==> config.mk <==
export PLATFORM = sky130hd
export DESIGN_NAME = hsr_ctrl
export DESIGN_NICKNAME = d
export VERILOG_FILES = /design/src/rtl/hsr_pkg.sv /design/src/rtl/hsr_sync.sv /design/src/rtl/hsr_glitch.sv /design/src/rtl/hsr_tick.sv /design/src/rtl/hsr_ctrl.sv
export SDC_FILE = /design/constraint.sdc
export NUM_CORES = 1
export LEC_CHECK = 0
export BUFFER_PORTS_ARGS = -buffer_cell sky130_fd_sc_hd__buf_4
export CORE_AREA = 5 5 66 68
export DETAILED_ROUTE_END_ITERATION = 8
export DIE_AREA = 0 0 71 73
export PLACE_DENSITY = 0.58
export SLEW_MARGIN = 40
export SYNTH_ARGS = -nofsm -noshare
export SYNTH_HDL_FRONTEND = slang
export SYNTH_HIERARCHICAL = 1
export SYNTH_SLANG_ARGS = --single-unit
==> constraint.sdc <==
create_clock -name clk -period 2.2 [get_ports clk]
set_clock_uncertainty 0.15 [all_clocks]
set_input_delay 0.33 -clock clk [delete_from_list [all_inputs] [get_ports clk]]
set_output_delay 0.33 -clock clk [all_outputs]
set_load 0.005 [all_outputs]
==> src/rtl/hsr_pkg.sv <==
`timescale 1ns/1ps
package hsr_pkg;

  typedef enum logic [2:0] {
    ST_IDLE,
    ST_GRACE,
    ST_STORE,
    ST_HOLD,
    ST_RECOV
  } hsr_state_e;

  // Round a duration up to whole clock cycles, never below one.
  function automatic int ns2cyc(input int ns, input int clk_ns);
    int c;
    c = (ns + clk_ns - 1) / clk_ns;
    return (c < 1) ? 1 : c;
  endfunction

endpackage

==> src/rtl/hsr_sync.sv <==
`timescale 1ns/1ps
module hsr_sync #(
  parameter int STAGES = 2
) (
  input  logic clk,
  input  logic rst,
  input  logic din,
  output logic dout
);
  logic [STAGES-1:0] chain;

  // The line idles high, so every stage resets to 1.
  always_ff @(posedge clk) begin
    if (rst) chain <= '1;
    else     chain <= {chain[STAGES-2:0], din};
  end

  assign dout = chain[STAGES-1];
endmodule

==> src/rtl/hsr_glitch.sv <==
`timescale 1ns/1ps
module hsr_glitch #(
  parameter int N = 2
) (
  input  logic clk,
  input  logic rst,
  input  logic din,
  output logic hit
);
  localparam int W = (N > 1) ? $clog2(N) : 1;
  localparam logic [W-1:0] TOP = W'(N - 1);

  logic [W-1:0] run;

  // Counts consecutive low samples; saturates once the width is met.
  always_ff @(posedge clk) begin
    if (rst || din)   run <= '0;
    else if (run != TOP) run <= run + 1'b1;
  end

  assign hit = !din && (run == TOP);
endmodule

==> src/rtl/hsr_tick.sv <==
`timescale 1ns/1ps
module hsr_tick #(
  parameter int LIMIT = 100
) (
  input  logic clk,
  input  logic rst,
  input  logic run,
  output logic done
);
  localparam int W = (LIMIT > 1) ? $clog2(LIMIT) : 1;
  localparam logic [W-1:0] TOP = W'(LIMIT - 1);

  logic [W-1:0] cnt;

  always_ff @(posedge clk) begin
    if (rst || !run)  cnt <= '0;
    else if (cnt != TOP) cnt <= cnt + 1'b1;
  end

  assign done = (cnt == TOP);
endmodule

==> src/rtl/hsr_ctrl.sv <==
`timescale 1ns/1ps
module hsr_ctrl
  import hsr_pkg::*;
#(
  parameter int CLK_NS       = 10,
  parameter int GRACE_NS     = 1000,
  parameter int RECOVER_NS   = 700,
  parameter int MIN_PULSE_NS = 15,
  parameter int SYNC_STAGES  = 2
) (
  input  logic clk,
  input  logic rst,
  input  logic line_in,
  input  logic int_req,
  input  logic cyc_active,
  input  logic wr_done,
  input  logic recall_done,
  input  logic st_done,
  output logic line_oe,
  output logic st_start,
  output logic wr_block,
  output logic dev_dis
);
  localparam int GRACE_CYC = ns2cyc(GRACE_NS, CLK_NS);
  localparam int REC_CYC   = ns2cyc(RECOVER_NS, CLK_NS);
  localparam int FILT_CYC  = ns2cyc(MIN_PULSE_NS, CLK_NS);

  hsr_state_e st, nx;
  logic line_s, req_hit, g_done, r_done, dirty;

  hsr_sync #(.STAGES(SYNC_STAGES)) u_sync (
    .clk(clk), .rst(rst), .din(line_in), .dout(line_s)
  );

  hsr_glitch #(.N(FILT_CYC)) u_filt (
    .clk(clk), .rst(rst), .din(line_s), .hit(req_hit)
  );

  hsr_tick #(.LIMIT(GRACE_CYC)) u_grace (
    .clk(clk), .rst(rst), .run(st == ST_GRACE), .done(g_done)
  );

  hsr_tick #(.LIMIT(REC_CYC)) u_recov (
    .clk(clk), .rst(rst), .run(st == ST_RECOV), .done(r_done)
  );

  always_comb begin
    nx = st;
    unique case (st)
      ST_IDLE:  if (req_hit || int_req) nx = ST_GRACE;
      ST_GRACE: if (g_done && !cyc_active) nx = dirty ? ST_STORE : ST_HOLD;
      ST_STORE: if (st_done) nx = ST_HOLD;
      ST_HOLD:  if (line_s) nx = ST_RECOV;
      ST_RECOV: if (r_done) nx = ST_IDLE;
      default:  nx = ST_IDLE;
    endcase
  end

  always_ff @(posedge clk) begin
    if (rst) begin
      st       <= ST_IDLE;
      line_oe  <= 1'b0;
      st_start <= 1'b0;
      wr_block <= 1'b0;
      dev_dis  <= 1'b0;
    end else begin
      st       <= nx;
      line_oe  <= (nx == ST_GRACE) || (nx == ST_STORE);
      st_start <= (st == ST_GRACE) && (nx == ST_STORE);
      wr_block <= (nx != ST_IDLE);
      dev_dis  <= (nx == ST_STORE) || (nx == ST_HOLD) || (nx == ST_RECOV);
    end
  end

  // Written-since-last-nonvolatile-cycle flag; a completing write wins.
  always_ff @(posedge clk) begin
    if (rst)                                          dirty <= 1'b0;
    else if (wr_done)                                 dirty <= 1'b1;
    else if ((st == ST_STORE && st_done) || recall_done) dirty <= 1'b0;
  end
endmodule

==> metrics.md <==
| Metric | Value |
|---|---|
| Status | `complete, no violations` |
| Maximum clock rate | `between 0.4 and 0.5 GHz` |
| Starting density of the core | `31.1%` |
| Num CTS Buffers | `3` |
| Worst R2R Path Depth | `6` |
| Clock Sinks | `25` |
| Yosys Warn Count | `6` |
| Switching power | `about 180 uW` |
| Core ar. | `between 3000 and 4000 sq um` |
| Cell taking the most area after synthesis | `dfxtp_1` |
| Die area | `approximately 5200 sq um` |
| Synth-to-layout area growth | `14.6%` |
| Final setup TNS | `0 ns` |
| Final hold vios | `0` |
| Number of distinct library cells after synthesis | `42` |
| DRC viols | `0` |
| DP HPWL | `around 1600 um` |
| Height of the die | `around 73 um` |
| Pwr dens | `around 590 nW/um^2` |
| Slew HR | `around 74%` |
| Net Sw Frac | `between 20% and 30%` |
| Average wire per standard cell | `between 10 and 15 um` |
| Fin. max-slew vios | `0` |
| Clock network power share | `34.8%` |
| Share of layout cells above drive strength 1 | `between 20% and 30%` |
| # rows | `23` |
| Average size of a mapped cell | `around 10 sq um` |
| FF-to-FF setup slack | `between 0.1 and 0.15 ns` |
| Nets | `around 140` |
| Remaining Overflow, GRT | `0` |
| WP data required | `~2.2 ns` |
| Post-route ant nets | `0` |
| H-tree depth | `1` |
| RR Endpoint | `line_oe` |
| CP top delay family | `simple AND/OR/NAND/NOR gates` |
| # diodes | `0` |
| Sequential-to-total area share from yosys stat | `approximately 42%` |
| Hold Buf Count CTS | `0` |
| Via count | `slightly below 900` |
| Flop pwr share | `approximately 59%` |
| Drt initial violations | `36` |
| Vias in the first global route | `around 850` |
| Fin crit period | `just over 2 ns` |
| Final wirelength | `~2100 um` |
| Critical path, cell by cell | `ha_2, nand2_1, nor4_2, nand3b_1, a221oi_4, mux2_4` |
| Combinational Power Share | `6.4%` |
| Cells after synthesis | `between 100 and 150` |
| Reg2reg start | `u_grace/cnt[0]` |
| Vias per inst | `just under 5` |
| Slowest cell on crit path | `dfxtp_1` |
| RSZ-0062 raised after global routing | `false` |
| First-pass GRT wire length | `between 3000 and 4000 um` |
| DP Area | `between 1000 and 1500 sq um` |
| Internal | `slightly above 600 uW` |
| Gr usage total | `8.71%` |
| Port Buffers | `11` |
| Largest cells by area after synthesis | `dfxtp_1 (42%), xor2_1 (3.7%), ha_1 (3.2%)` |
| Yosys reg bits | `25` |
| Die X | `between 70 and 80 um` |
| Critical path origin | `u_grace/cnt[0]` |
| Clk buf depth | `2` |
| Max rail drop VDD | `approximately 180 uV` |
| Post-synthesis net count | `about 130` |
| Period utilisation layout | `a little over nine tenths` |
| Post-synth EDFFs | `0` |
| Pin count of the biggest net entering global routing | `16` |
| # Max-Cap Violations | `0` |
| Slowest cell delay on critical path | `just over 0.4 ns` |
| Worst Hold Class | `primary input to register` |
| Final setup fails | `0` |
| CP Class | `register to register` |
| Worst-path maximum fanout | `5` |
| Clock latency on the worst-skew pair | `about 0.27 ns` |
| Synth top area share | `42.4%` |
| Clk slew on worst S/H paths | `about 0.090 ns` |
| Drt pass-1 iters | `4` |
| Worst path arrival time | `about 2.1 ns` |
| Ys flop type | `dfxtp_1` |
| Stages on worst setup path | `6` |
| Worst setup EP type | `register` |
| Synth Cell Area | `about 1200 sq um` |
| CTS root buf | `clkbuf_8` |
| Gpl congestion | `approximately 0.78` |
| Leakage | `about 0.48 nW` |
| Slew @ Worst Pin | `between 0.3 and 0.4 ns` |
| CP startpoint kind | `register` |
| Asr flop ratio synth | `0%` |
| Buf/Inv on CP | `0` |
| I/O pin cnt | `12` |
| Antenna violations before repair | `0` |
| Critical path endpoint | `line_oe` |
| CTS tree | `built` |
| Design Area, Final | `1350 sq um` |
[area by class of cell]
cell class	count	area [sq um]
Sequential cell	25	500
Clock inverter	1	7.51
Tap cell	50	62.6
Multi-Input combinational cell	88	651
Timing Repair Buffer	11	82.6
Clock buffer	3	41.3
Inverter	2	7.51
Fill cell	419	2450
[cells in the mapped netlist, types with 2 or more instances]
cell type,n
nor2_1,9
nor4b_2,2
a21boi_0,2
buf_6,2
o21ai_0,3
inv_1,2
ha_1,3
or2_1,2
and2_4,2
nand3b_1,2
nor3_1,5
or3_1,4
a21oi_1,5
nand2b_1,3
nand3_1,4
and2_1,2
nor2b_1,4
o21ai_1,2
dfxtp_1,25
xor2_1,5
nand2_1,7
nand4_1,3
[logic make-up (layout without fill, tap and decap cells)]
logic type	after synthesis	after routing	share of synthesized area, %
simple gates	58	58	31.9
mux	1	1	1.27
compound gates	20	20	13.6
fa+ha+maj	3	3	3.18
flops	25	25	42.4
buf+inv	5	17	3.18
xor+xnor	6	6	4.45
[timing repair]
item	4_1_cts	5_1_grt
setup buffers	0	0
setup endpoints to repair	0	1
resized for setup	0	2
[cells in the final DEF (no fill, tap or decap), types with 3 or more instances in the layout]
cell	n
o21ai_0	3
a21oi_1	5
clkbuf_8	3
nor2b_1	4
nor2_1	9
nand3_1	4
nand4_1	3
xor2_1	5
dfxtp_1	25
nor3_1	5
or3_1	4
nand2_1	7
buf_4	11
nand2b_1	3
[state kept, by name (all words and copies together), names as in the netlist]
name / cells
line_oe: 1
u_filt/run: 1
wr_block: 1
u_recov/cnt: 7
u_sync/chain: 2
dirty: 1
st_start: 1
st: 3
dev_dis: 1
u_grace/cnt: 7
[worst min path at each step]
stage	from	end	slack, ns	cells after the start
5_1_grt	line_in	u_sync/chain[0]	0.09	2
3_5_place_dp	u_sync/chain[0]	u_sync/chain[1]	0.25	1
4_1_cts	line_in	u_sync/chain[0]	0.08	2
2_1_floorplan	u_sync/chain[0]	u_sync/chain[1]	0.23	1
6_report	line_in	u_sync/chain[0]	0.09	2
3_3_place_gp	u_sync/chain[0]	u_sync/chain[1]	0.24	1
[power by group through the flow]
stage | Sequential [mW] | Clock [mW] | Combinational [mW]
floorplan | 0.478 | 0 | 0.0329
global placement | 0.481 | 0 | 0.0515
detailed placement | 0.481 | 0 | 0.0526
CTS | 0.471 | 0.293 | 0.0524
global route | 0.472 | 0.305 | 0.0578
finish | 0.471 | 0.279 | 0.0516
[metal layers]
metal  vias up  GRT usage [%]  share of wire [%]
li1        447              -                  -
met1       410           9.21                 45
met2        10           15.7                 49
met3         5           2.62                3.8
met4         0           4.38                2.1
met5         -              0                  0
[through the flow]
| stage | std cells | hold WS [ns] | setup slack [ns] | util, % | total power, mW |
|---|---|---|---|---|---|
| 6_report | 180 | 0.0854 | 0.124 | 35.6 | 0.801 |
| 5_1_grt | 180 | 0.0882 | 0.000710 | 35.6 | 0.835 |
| 4_1_cts | 180 | 0.0804 | 0.0520 | 35.4 | 0.817 |
| 3_5_place_dp | 176 | 0.245 | 0.0653 | 34.1 | 0.534 |
| 3_3_place_gp | 176 | 0.236 | 0.148 | 34.1 | 0.533 |
| 2_1_floorplan | 118 | 0.233 | 0.252 | - | 0.511 |
Power figures use the tool's default switching activity.
